## config.mk

```make
export PLATFORM = sky130hd
export DESIGN_NAME = ref_divider
export DESIGN_NICKNAME = d
export VERILOG_FILES = /design/src/rtl/ref_divider.sv
export SDC_FILE = /design/constraint.sdc
export NUM_CORES = 1
export LEC_CHECK = 0
export BUFFER_PORTS_ARGS = -buffer_cell sky130_fd_sc_hd__buf_2
export CAP_MARGIN = 20
export CORE_AREA = 2 2 43 45
export DETAILED_ROUTE_END_ITERATION = 7
export DIE_AREA = 0 0 45 47
export GPL_ROUTABILITY_DRIVEN = 0
export GPL_TIMING_DRIVEN = 0
export SETUP_SLACK_MARGIN = 0.5
export SLEW_MARGIN = 20
export SYNTH_ARGS = -nofsm -noshare
export SYNTH_HDL_FRONTEND = slang
export SYNTH_SLANG_ARGS = --single-unit
```

## constraint.sdc

```tcl
create_clock -name clk -period 2 [get_ports clk]
set_input_delay 0.4 -clock clk [delete_from_list [all_inputs] [get_ports clk]]
set_output_delay 0.4 -clock clk [all_outputs]
set_load 0.1 [all_outputs]
```

## src/rtl/ref_divider.sv

```systemverilog
module ref_divider #(
  parameter int RADIX    = 10,
  parameter int STAGES   = 3,
  parameter int FAST_TAP = 2
) (
  input  logic clk,
  input  logic rst,
  input  logic tap_sel,
  output logic tick_10k,
  output logic tick_1k,
  output logic ref_out
);
  localparam int CW = $clog2(RADIX);

  logic [STAGES:0] carry;
  assign carry[0] = 1'b1;

  for (genvar i = 0; i < STAGES; i++) begin : g_stage
    logic [CW-1:0] cnt;
    logic          wrap;
    assign wrap = carry[i] && (cnt == CW'(RADIX - 1));
    assign carry[i+1] = wrap;

    always_ff @(posedge clk) begin
      if (rst)           cnt <= '0;
      else if (carry[i]) cnt <= wrap ? '0 : cnt + CW'(1);
    end


    cnt_range_chk: assert property (@(posedge clk) disable iff (rst)
      cnt < CW'(RADIX));
  end

  assign tick_10k = carry[FAST_TAP];
  assign tick_1k  = carry[STAGES];

  logic pick;
  assign pick = tap_sel ? tick_10k : tick_1k;

  always_ff @(posedge clk) begin
    if (rst)       ref_out <= 1'b0;
    else if (pick) ref_out <= ~ref_out;
  end


  rst_clear_chk: assert property (@(posedge clk)
    rst |=> (!ref_out && !tick_10k && !tick_1k));


  fast_single_chk: assert property (@(posedge clk) disable iff (rst)
    tick_10k |=> !tick_10k);


  slow_single_chk: assert property (@(posedge clk) disable iff (rst)
    tick_1k |=> !tick_1k);


  ref_toggle_chk: assert property (@(posedge clk) disable iff (rst)
    (!$past(rst) && !$stable(ref_out)) |-> $past(tap_sel ? tick_10k : tick_1k));
endmodule

```

==> summary.txt, run 1 <==
Status
  • Status: completed

Synthesis
  • Syn Inst Count: 71
  • Adder-cell share of the synthesized area: 10.7%
  • Yosys cell types: 30
  • Simple-Gate Fraction of Synth Area: 25.8%
  • Post-synthesis compound-gate area fraction: 16.1%
  • Xor/xnor share of the synthesized area: 3.76%
  • Number of synthesized flops with an enable pin: 0
  • Main combinational cell family by area after synthesis: simple AND/OR/NAND/NOR gates
  • Post-Syn Area: 699 um2
  • Avg Cell Area, Syn: 9.85 um2
  • Synth Flop Type: dfxtp_1
  • Async SR Flop Fraction: 0%
  • Yosys warns: 0
  • Synthesized flop and latch total: 13
  • Post-Syn Nets: 80
  • Post-synthesis mux area share: 1.61%
  • Seq/Total Area, Yosys: 37.2%

Placement
  • DP Area: 782 um2
  • Post-detail-place hpwl: 904 um
  • Pre-CTS setup slack: 0.0482 ns
  • Port Buffers: 5

Pwr
  • Maximum vdd ir drop: 0.319 mV
  • Pleak: 0.413 nW
  • Pwr Total: 475 uW
  • Power per Cell Area: 469 mW/mm2

Global routing
  • Vias in the first global route: 559
  • Largest net degree at the start of global routing: 11
  • Global router's overall resource usage: 16.3%
  • Global-route wire length before repair: 2460 um
  • Grt total ovfl: 0
  • Initial antenna violation count: 0

Die
  • # IOs: 6
  • DIE AREA: 0.00212 mm2
  • Die Y: 47 um
  • Row count: 15
  • Initial Util: 42.3%
  • Core region area: 0.00165 mm2
  • Die Width: 45 um

STA
  • Final setup TNS: 0 ns
  • Worst Setup Slack, final: 0.230 ns
  • Unrepaired setup endpoints after global routing: yes
  • Worst rel slew slack: 58.2%
  • Fmax: 565 MHz
  • Endpoints failing hold: 0
  • Final setup fails: 0
  • Least-Margin Pin Slew: 0.627 ns
  • Min Tclk post-route: 1.77 ns
  • Fraction of the cycle the final worst path needs: 88.5%
  • Max-slew violations: 0
  • Worst Skew: 0.000731 ns
  • Final hold slack: 0.464 ns

Setup path
  • CP arrival: 1.37 ns
  • Max FO, Critical Path: 5
  • Critical path class: reg -> out
  • Startpoint types: flip-flop
  • Worst r2r src: g_stage[2].cnt[1]$_SDFFE_PP0P_
  • Required time worst endpoint: 1.60 ns
  • Slowest CP cell: dfxtp_2
  • Crit-path leading delay family: simple AND/OR/NAND/NOR gates
  • Largest stage delay, worst path: 0.33 ns
  • R2r setup slk: 0.44 ns
  • Bufs and invs on worst path: 2
  • R2R cell count: 7
  • Worst-path cell chain: inv_2 -> ha_4 -> nand3b_4 -> nor3_4 -> buf_12
  • R2r endpoint: ref_out$_SDFFE_PP0P_
  • Setup crit end kind: output port

CTS
  • Post-CTS Hold Fix Bufs: 0
  • Clk root buf: clkbuf_4
  • Clk sink count: 13
  • Clock Pin Slew Worst Setup and Hold Paths: 0.08 ns
  • CTS tree: done
  • Num CTS Buffers: 3
  • H-Tree Depth: 1
  • Clk buf depth: 2
  • Skew-Pair Late Insertion Delay: 0.27 ns

Run
  • Max_cap viols: 0

Cells and area
  • Synth-to-layout area growth: 44.9%
  • Most frequent cells in the layout: buf_4, dfxtp_1, nor3_1
  • Ant diodes: 0
  • Commonest non-fill, non-tap cell in the layout: buf_4
  • Final net count: 103
  • Post-layout instance area: 0.00101 mm2
  • Area of the multi-input gates: 499 um2
  • Fraction of final layout cells sized beyond drive strength 1: 49.5%
  • Fillers: 147
  • Seq. cell area: 273 um2

Route
  • Vias per cell: 5.45
  • Final wirelength: 1560 um
  • Drt drc: 0
  • TritonRoute pass-1 iters: 4
  • Wire per inst: 14.2 um
  • Initial drt markers: 7
  • Final ANT Viol Nets: 0
  • Vias: 600

Min path
  • Worst hold path depth: 1
  • Hold path start: g_stage[0].cnt[0]$_SDFF_PP0_
  • Hold endpoint: g_stage[0].cnt[0]$_SDFF_PP0_
  • Hold crit path type: reg -> reg
## per-stage QoR
| step | util [%] | std cells |
|---|---|---|
| finish | 61.4 | 110 |
| global route | 61.4 | 110 |
| CTS | 58.9 | 110 |
| detailed placement | 47.3 | 93 |
| global placement | 47.3 | 93 |
| floorplan | - | 71 |
## where the power goes
part           internal [mW]  switching, mW
Combinational         0.0201         0.0190
Sequential             0.263        0.00634
Clock                 0.0772         0.0896
Total                  0.360          0.115
## per-layer routing
layer	share of wire [%]	wire (um)	global-route usage [%]	up-vias
met5	0	0	0	-
met4	0.77	12	7.06	0
met3	1.5	23	2.31	2
met2	48	758	27.7	4
met1	49	769	20.7	289
li1	-	-	-	305
## worst register-to-register path, stage by stage, from the launching register on
cell and delay (ns):
dfxtp_2 0.33, inv_2 0.06, ha_4 0.12, nand3b_1 0.14
buf_4 0.18, buf_6 0.11, a211oi_4 0.20, mux2_4 0.31
## state kept, by name (all words and copies together) (netlist names)
register     flops
g_stage.cnt     12
ref_out          1
## synth_stat cells, types with 2 or more instances
cell type	number	area share, %
dfxtp_1	13	37
nor3_1	7	5.0
ha_1	6	11
inv_1	5	2.7
o21ai_0	4	2.9
a21oi_1	3	2.1
nand4b_1	3	3.8
nor2_1	3	1.6
a211oi_1	2	2.1
and3b_2	2	2.9
nand3_1	2	1.4
nand3b_1	2	2.1
xnor2_1	2	2.5
## worst max-delay path by stage
stage / from / to / slack, ns / cells past startpoint
after detailed placement: g_stage[1].cnt[1]$_SDFFE_PP0N_ / tick_10k / 0.05 / 5
final: g_stage[0].cnt[1]$_SDFF_PP0_ / tick_1k / 0.23 / 5
after global placement: g_stage[1].cnt[1]$_SDFFE_PP0N_ / tick_10k / 0.05 / 5
after floorplan: g_stage[1].cnt[1]$_SDFFE_PP0N_ / tick_1k / 0.03 / 4
after CTS: g_stage[1].cnt[1]$_SDFFE_PP0N_ / tick_1k / 0.20 / 6
after global routing: g_stage[1].cnt[1]$_SDFFE_PP0N_ / tick_1k / 0.16 / 6
## area by class of cell
| cell class | instances | share of cell area, % |
|---|---|---|
| multi-input combinational | 51 | 49.3 |
| sequential | 13 | 26.9 |
| timing repair buffer | 18 | 15.8 |
| clock buffer | 4 | 2.59 |
| tap | 17 | 2.10 |
| inverter | 5 | 1.85 |
| buffer | 2 | 1.48 |
## repair_timing
action,4_1_cts,5_1_grt
hold endpoints to repair,0,0
endpoints found under the setup margin,3,7
gates resized for setup,19,7
buffers inserted,13,0
pin swaps,3,2
## kinds of logic after synthesis
logic type / after synthesis
buffers and inverters: 7
flip-flops: 13
AO/OA/AOI/OAI: 15
AND/OR/NAND/NOR: 26
adder cells (fa/ha/maj): 6
multiplexers: 1
XOR/XNOR: 3
Power figures use the tool's default switching activity.
==> run 2, diff against run 1 <==
--- a/config.mk
+++ b/config.mk
@@ -13,6 +13,7 @@
 export GPL_ROUTABILITY_DRIVEN = 0
 export GPL_TIMING_DRIVEN = 0
 export SETUP_SLACK_MARGIN = 0.5
+export SKIP_CTS_REPAIR_TIMING = 1
 export SLEW_MARGIN = 20
 export SYNTH_ARGS = -nofsm -noshare
 export SYNTH_HDL_FRONTEND = slang
==> constraint.sdc (replaced) <==
create_clock -name clk -period 2 [get_ports clk]
set_input_delay 0.2 -clock clk [delete_from_list [all_inputs] [get_ports clk]]
set_output_delay 0.2 -clock clk [all_outputs]
set_load 0.1 [all_outputs]
==> summary.txt, run 2 (same netlist as run 1, synthesis figures left out) <==
CTS
  • Clk root buf: clkbuf_4
  • Clock Pin Slew Worst Setup and Hold Paths: 0.08 ns (about the same)
  • Clk sink count: 13 (unchanged)
  • Skew-Pair Late Insertion Delay: 0.28 ns (about the same)
  • Num CTS Buffers: 3 (unchanged)
  • H-Tree Depth: 1 (unchanged)
  • CTS tree: done
  • Clk buf depth: 2 (unchanged)

Route
  • Vias per cell: 5.32 (-2.5%)
  • Final wirelength: 1270 um (-19%)
  • Initial drt markers: 6 (-1)
  • Wire per inst: 12.3 um (-13%)
  • Final ANT Viol Nets: 0 (unchanged)
  • TritonRoute pass-1 iters: 4 (unchanged)
  • Vias: 548 (-8.7%)
  • Drt drc: 0 (unchanged)

STA
  • Worst rel slew slack: 65.6% (+7.4 points)
  • Worst Setup Slack, final: 0.278 ns (+0.0480 ns)
  • Fmax: 581 MHz (+2.8%)
  • Endpoints failing hold: 0 (unchanged)
  • Worst Skew: 0.00190 ns (+0.00117 ns)
  • Least-Margin Pin Slew: 0.516 ns (-0.111 ns)
  • Min Tclk post-route: 1.72 ns (-0.0480 ns)
  • Max-slew violations: 0 (unchanged)
  • Final hold slack: 0.283 ns (-0.180 ns)
  • Unrepaired setup endpoints after global routing: yes
  • Final setup fails: 0 (unchanged)
  • Fraction of the cycle the final worst path needs: 86.1% (-2.4 points)

Placement
  • Pre-CTS setup slack: 0.245 ns (+0.197 ns)
  • Port Buffers: 5 (unchanged)
  • Post-detail-place hpwl: 924 um (+2.2%)

Setup path
  • Startpoint types: flip-flop
  • Required time worst endpoint: 1.80 ns (+0.20 ns)
  • Largest stage delay, worst path: 0.35 ns (+0.02 ns)
  • CP arrival: 1.52 ns (+0.15 ns)
  • Crit-path leading delay family: buffers and inverters
  • Critical path class: reg -> out
  • Slowest CP cell: dfxtp_2
  • Max FO, Critical Path: 5 (unchanged)
  • Worst-path cell chain: inv_2 -> ha_4 -> nand3b_1 -> buf_6 -> nor3_4 -> buf_12
  • Setup crit end kind: output port
  • Bufs and invs on worst path: 3 (+1)

Cells and area
  • Largest regs: g_stage.cnt: 12 flops, ref_out: 1 flops
  • Final net count: 96 (-6.8%)
  • Synth-to-layout area growth: 27.7%
  • Most frequent cells in the layout: dfxtp_1, nor3_1, buf_4
  • Ant diodes: 0 (unchanged)
  • Fraction of final layout cells sized beyond drive strength 1: 34.9% (-15 points)
  • Max FFs per register: 12 (unchanged)
  • Top reg by flops: g_stage.cnt
  • Commonest non-fill, non-tap cell in the layout: dfxtp_1

Global routing
  • Global router's overall resource usage: 13.4% (-2.8 points)
  • Largest net degree at the start of global routing: 11 (unchanged)
  • Grt total ovfl: 0 (unchanged)
  • Global-route wire length before repair: 1990 um (-19%)
  • Initial antenna violation count: 0 (unchanged)
  • Vias in the first global route: 455 (-19%)

Status
  • Status: completed

Pwr
  • Maximum vdd ir drop: 0.367 mV (+15%)
  • Power per Cell Area: 522 mW/mm2 (+11%)
  • Pleak: 0.372 nW (-9.9%)

Die
  • Core region area: 0.00165 mm2 (unchanged)
  • Initial Util: 42.3% (unchanged)
  • Row count: 15 (unchanged)
  • Die Width: 45 um (unchanged)
  • DIE AREA: 0.00212 mm2 (unchanged)
  • # IOs: 6 (unchanged)
  • Die Y: 47 um (unchanged)

Run
  • Max_cap viols: 0 (unchanged)

Min path
  • Hold crit path type: in -> reg
==> run 2: cell count changes in the layout (fill, tap and decap cells not counted), moves of 2 or more <==
cell and change:
a211oi_1 +2, buf_4 -6, dfxtp_1 +3, dfxtp_2 -2, inv_1 +2, inv_2 -2
==> run 2: metrics by stage <==
step / TNS (ns) / area [um2] / cells / utilization, % / total power [mW]
after floorplan: 0 / 736 / 71 / - / 0.293
after global placement: 0 / 782 / 93 / 47.3 / 0.300
after detailed placement: 0 / 782 / 93 / 47.3 / 0.302
after CTS: -0.103 / 808 / 97 / 48.9 / 0.473
after global routing: 0 / 893 / 103 / 54.1 / 0.487
final: 0 / 893 / 103 / 54.1 / 0.467
==> run 2: cell type report <==
cell class                      instances  area (um2)
Tap cell                               17        21.3
Inverter                                5        18.8
Fill cell                             158         758
Buffer                                  2        15.0
Sequential cell                        13         267
Multi-Input combinational cell         51         447
Timing Repair Buffer                   11        98.8
Clock buffer                            4        26.3
==> run 2: metal layers <==
layer / share of wire (%) / track usage (%) / vias to the layer above / routed length, um
li1: - / - / 293 / -
met1: 48 / 16.1 / 247 / 609
met2: 48 / 22.3 / 6 / 603
met3: 2.1 / 2.31 / 2 / 27
met5: 0 / 0 / - / 0
met4: 2.1 / 8.82 / 0 / 27
==> run 2: final timing paths <==
path | end | slack, ns | start | depth (start not counted)
max | tick_1k | 0.28 | g_stage[1].cnt[1]$_SDFFE_PP0N_ | 6
min | g_stage[2].cnt[3]$_SDFFE_PP0P_ | 0.28 | rst | 3
max reg2reg | ref_out$_SDFFE_PP0P_ | 0.46 | g_stage[2].cnt[0]$_SDFFE_PP0P_ | 4
min reg2reg | g_stage[0].cnt[0]$_SDFF_PP0_ | 0.49 | g_stage[0].cnt[0]$_SDFF_PP0_ | 1
==> run 2: worst register-to-register path, delay by kind of cell, from the launching register on <==
kind | cells | cell delay (ns)
AOI/OAI and AO/OA | 1 | 0.31
adders and majority gates | 1 | 0.17
DFF | 1 | 0.40
muxes | 1 | 0.35
and+or+nand+nor | 1 | 0.20
==> run 2: power breakdown <==
part / leakage, nW / internal [mW] / switching, mW
Clock: 0.0150 / 0.0775 / 0.0899
Sequential: 0.107 / 0.263 / 0.00684
Combinational: 0.251 / 0.0148 / 0.0144
Total: 0.372 / 0.355 / 0.111
==> run 3, diff against run 2 <==
==> constraint.sdc (replaced) <==
create_clock -name clk -period 1.4 [get_ports clk]
set_input_delay 0.14 -clock clk [delete_from_list [all_inputs] [get_ports clk]]
set_output_delay 0.14 -clock clk [all_outputs]
set_load 0.1 [all_outputs]
==> summary.txt, run 3 (same netlist as run 1, synthesis figures left out) <==
Setup path
  • R2r setup slk: -0.24 ns (-0.70 ns)
  • Worst r2r src: g_stage[2].cnt[1]$_SDFFE_PP0P_
  • Critical path class: reg -> out
  • Max FO, Critical Path: 5 (unchanged)
  • CP arrival: 1.53 ns (about the same)
  • Startpoint types: flip-flop
  • R2r endpoint: ref_out$_SDFFE_PP0P_
  • Setup crit end kind: output port
  • Required time worst endpoint: 1.26 ns (-0.54 ns)
  • R2R cell count: 6 (+2)

STA
  • Fmax: 598 MHz
  • Endpoints failing hold: 0 (unchanged)
  • Min Tclk post-route: 1.67 ns
  • Final hold slack: 0.241 ns (-0.0419 ns)
  • Unrepaired setup endpoints after global routing: yes
  • Max-slew violations: 0 (unchanged)
  • Final setup TNS: -0.792 ns (-0.792 ns)
  • Final setup fails: 4 (+4)
  • Least-Margin Pin Slew: 0.632 ns (+0.116 ns)
  • Worst Setup Slack, final: -0.273 ns (-0.551 ns)
  • Worst Skew: 0.000413 ns (-0.00149 ns)
  • Worst rel slew slack: 57.9% (-7.7 points)
  • Fraction of the cycle the final worst path needs: 119%

Pwr
  • Comb pwr share: 8.8% (+2.5 points)
  • Maximum vdd ir drop: 0.471 mV (+28%)
  • Net Sw Frac: 24.3% (+0.45 points)
  • Pleak: 0.432 nW (+16%)
  • Int Pwr: 519 uW (+46%)
  • Sequential share of power: 56.2% (-1.7 points)
  • Power per Cell Area: 643 mW/mm2 (+23%)
  • Clk pwr share: 35.0% (-0.9 points)
  • NetSw: 166 uW (+50%)

Die
  • # IOs: 6 (unchanged)
  • Row count: 15 (unchanged)
  • Die Width: 45 um (unchanged)
  • DIE AREA: 0.00212 mm2 (unchanged)
  • Core region area: 0.00165 mm2 (unchanged)
  • Initial Util: 42.3% (unchanged)
  • Die Y: 47 um (unchanged)

Global routing
  • Initial antenna violation count: 0 (unchanged)
  • Grt total ovfl: 0 (unchanged)
  • Largest net degree at the start of global routing: 11 (unchanged)
  • Global router's overall resource usage: 14.4% (+0.98 points)
  • Global-route wire length before repair: 2100 um (+5.9%)
  • Vias in the first global route: 493 (+8.4%)

Route
  • TritonRoute pass-1 iters: 3 (-1)
  • Vias per cell: 5.35 (+0.47%)
  • Final ANT Viol Nets: 0 (unchanged)
  • Drt drc: 0 (unchanged)
  • Final wirelength: 1540 um (+22%)
  • Wire per inst: 13.6 um (+11%)
  • Vias: 604 (+10%)
  • Initial drt markers: 5 (-1)

Placement
  • Port Buffers: 5 (unchanged)
  • Placed cells: 93 (unchanged)
  • Post-detail-place hpwl: 862 um (-6.7%)

Cells and area
  • Largest regs: g_stage.cnt: 12 flops, ref_out: 1 flops
  • Fraction of final layout cells sized beyond drive strength 1: 55.2% (+20 points)
  • Area of the multi-input gates: 508 um2 (+14%)
  • Fillers: 141 (-11%)
  • Max FFs per register: 12 (unchanged)
  • Final net count: 106 (+10%)
  • Ant diodes: 0 (unchanged)
  • Top reg by flops: g_stage.cnt
  • Seq. cell area: 273 um2 (+2.3%)
  • Most frequent cells in the layout: buf_4, dfxtp_1, ha_1, dfxtp_2, buf_6
  • Non-Filler Instances: 113 (+9.7%)
  • Synth-to-layout area growth: 52.4%
  • Commonest non-fill, non-tap cell in the layout: buf_4

CTS
  • Num CTS Buffers: 3 (unchanged)
  • Clock Pin Slew Worst Setup and Hold Paths: 0.08 ns (about the same)
  • H-Tree Depth: 1 (unchanged)
  • Clk root buf: clkbuf_4
  • Clk sink count: 13 (unchanged)
  • Clk buf depth: 2 (unchanged)
  • Skew-Pair Late Insertion Delay: 0.27 ns (about the same)
  • CTS tree: done

Min path
  • Hold crit path type: in -> reg
  • Worst hold path depth: 3 (unchanged)
  • Hold endpoint: g_stage[2].cnt[3]$_SDFFE_PP0P_
  • Hold path start: rst

Run
  • Max_cap viols: 0 (unchanged)

Status
  • Status: finished, violations left
  • Failing checks: setup timing
run 3: area by class of cell:
type	instances	area share, %
Buffer	2	1.76
Multi-Input combinational cell	51	47.7
Timing Repair Buffer	21	18.8
Inverter	5	1.76
Tap cell	17	2.00
Clock buffer	4	2.46
Sequential cell	13	25.6
run 3: worst max path at each step:
| stage | slack (ns) | start | endpoint |
|---|---|---|---|
| after global placement | -0.26 | g_stage[1].cnt[1]$_SDFFE_PP0N_ | tick_10k |
| after floorplan | -0.31 | g_stage[1].cnt[1]$_SDFFE_PP0N_ | tick_1k |
| after global routing | -0.37 | g_stage[1].cnt[1]$_SDFFE_PP0N_ | tick_10k |
| final | -0.27 | g_stage[1].cnt[1]$_SDFFE_PP0N_ | tick_10k |
| after CTS | -0.58 | g_stage[1].cnt[1]$_SDFFE_PP0N_ | tick_10k |
| after detailed placement | -0.26 | g_stage[1].cnt[1]$_SDFFE_PP0N_ | tick_10k |
run 3: per-layer routing:
metal / vias up / part of all wire [%] / track usage [%]
met1: 280 / 42 / 15.4
li1: 313 / - / -
met5: - / 0 / 0
met2: 7 / 54 / 24.9
met4: 0 / 1.9 / 12.4
met3: 4 / 1.9 / 2.31
run 3: power by group through the flow:
stage / logic [mW] / clock network (mW) / registers (mW)
global placement: 0.0486 / 0 / 0.396
detailed placement: 0.0489 / 0 / 0.397
CTS: 0.0495 / 0.252 / 0.388
global route: 0.0675 / 0.268 / 0.387
finish: 0.0606 / 0.240 / 0.385
floorplan: 0.0392 / 0 / 0.394
run 3: worst max-delay path, cell delays in order (launching register included):
cell	delay [ns]
dfxtp_2	0.35
inv_2	0.06
ha_4	0.12
nand3b_1	0.25
nor2_4	0.26
buf_8	0.22
run 3: stage by stage:
step	power [mW]	instance area (um2)	utilization [%]	setup slack (ns)
after CTS	0.689	840	50.8	-0.583
final	0.686	1070	64.5	-0.273
after floorplan	0.433	767	-	-0.313
after global routing	0.722	1070	64.5	-0.371
after global placement	0.445	813	49.2	-0.265
after detailed placement	0.445	813	49.2	-0.260
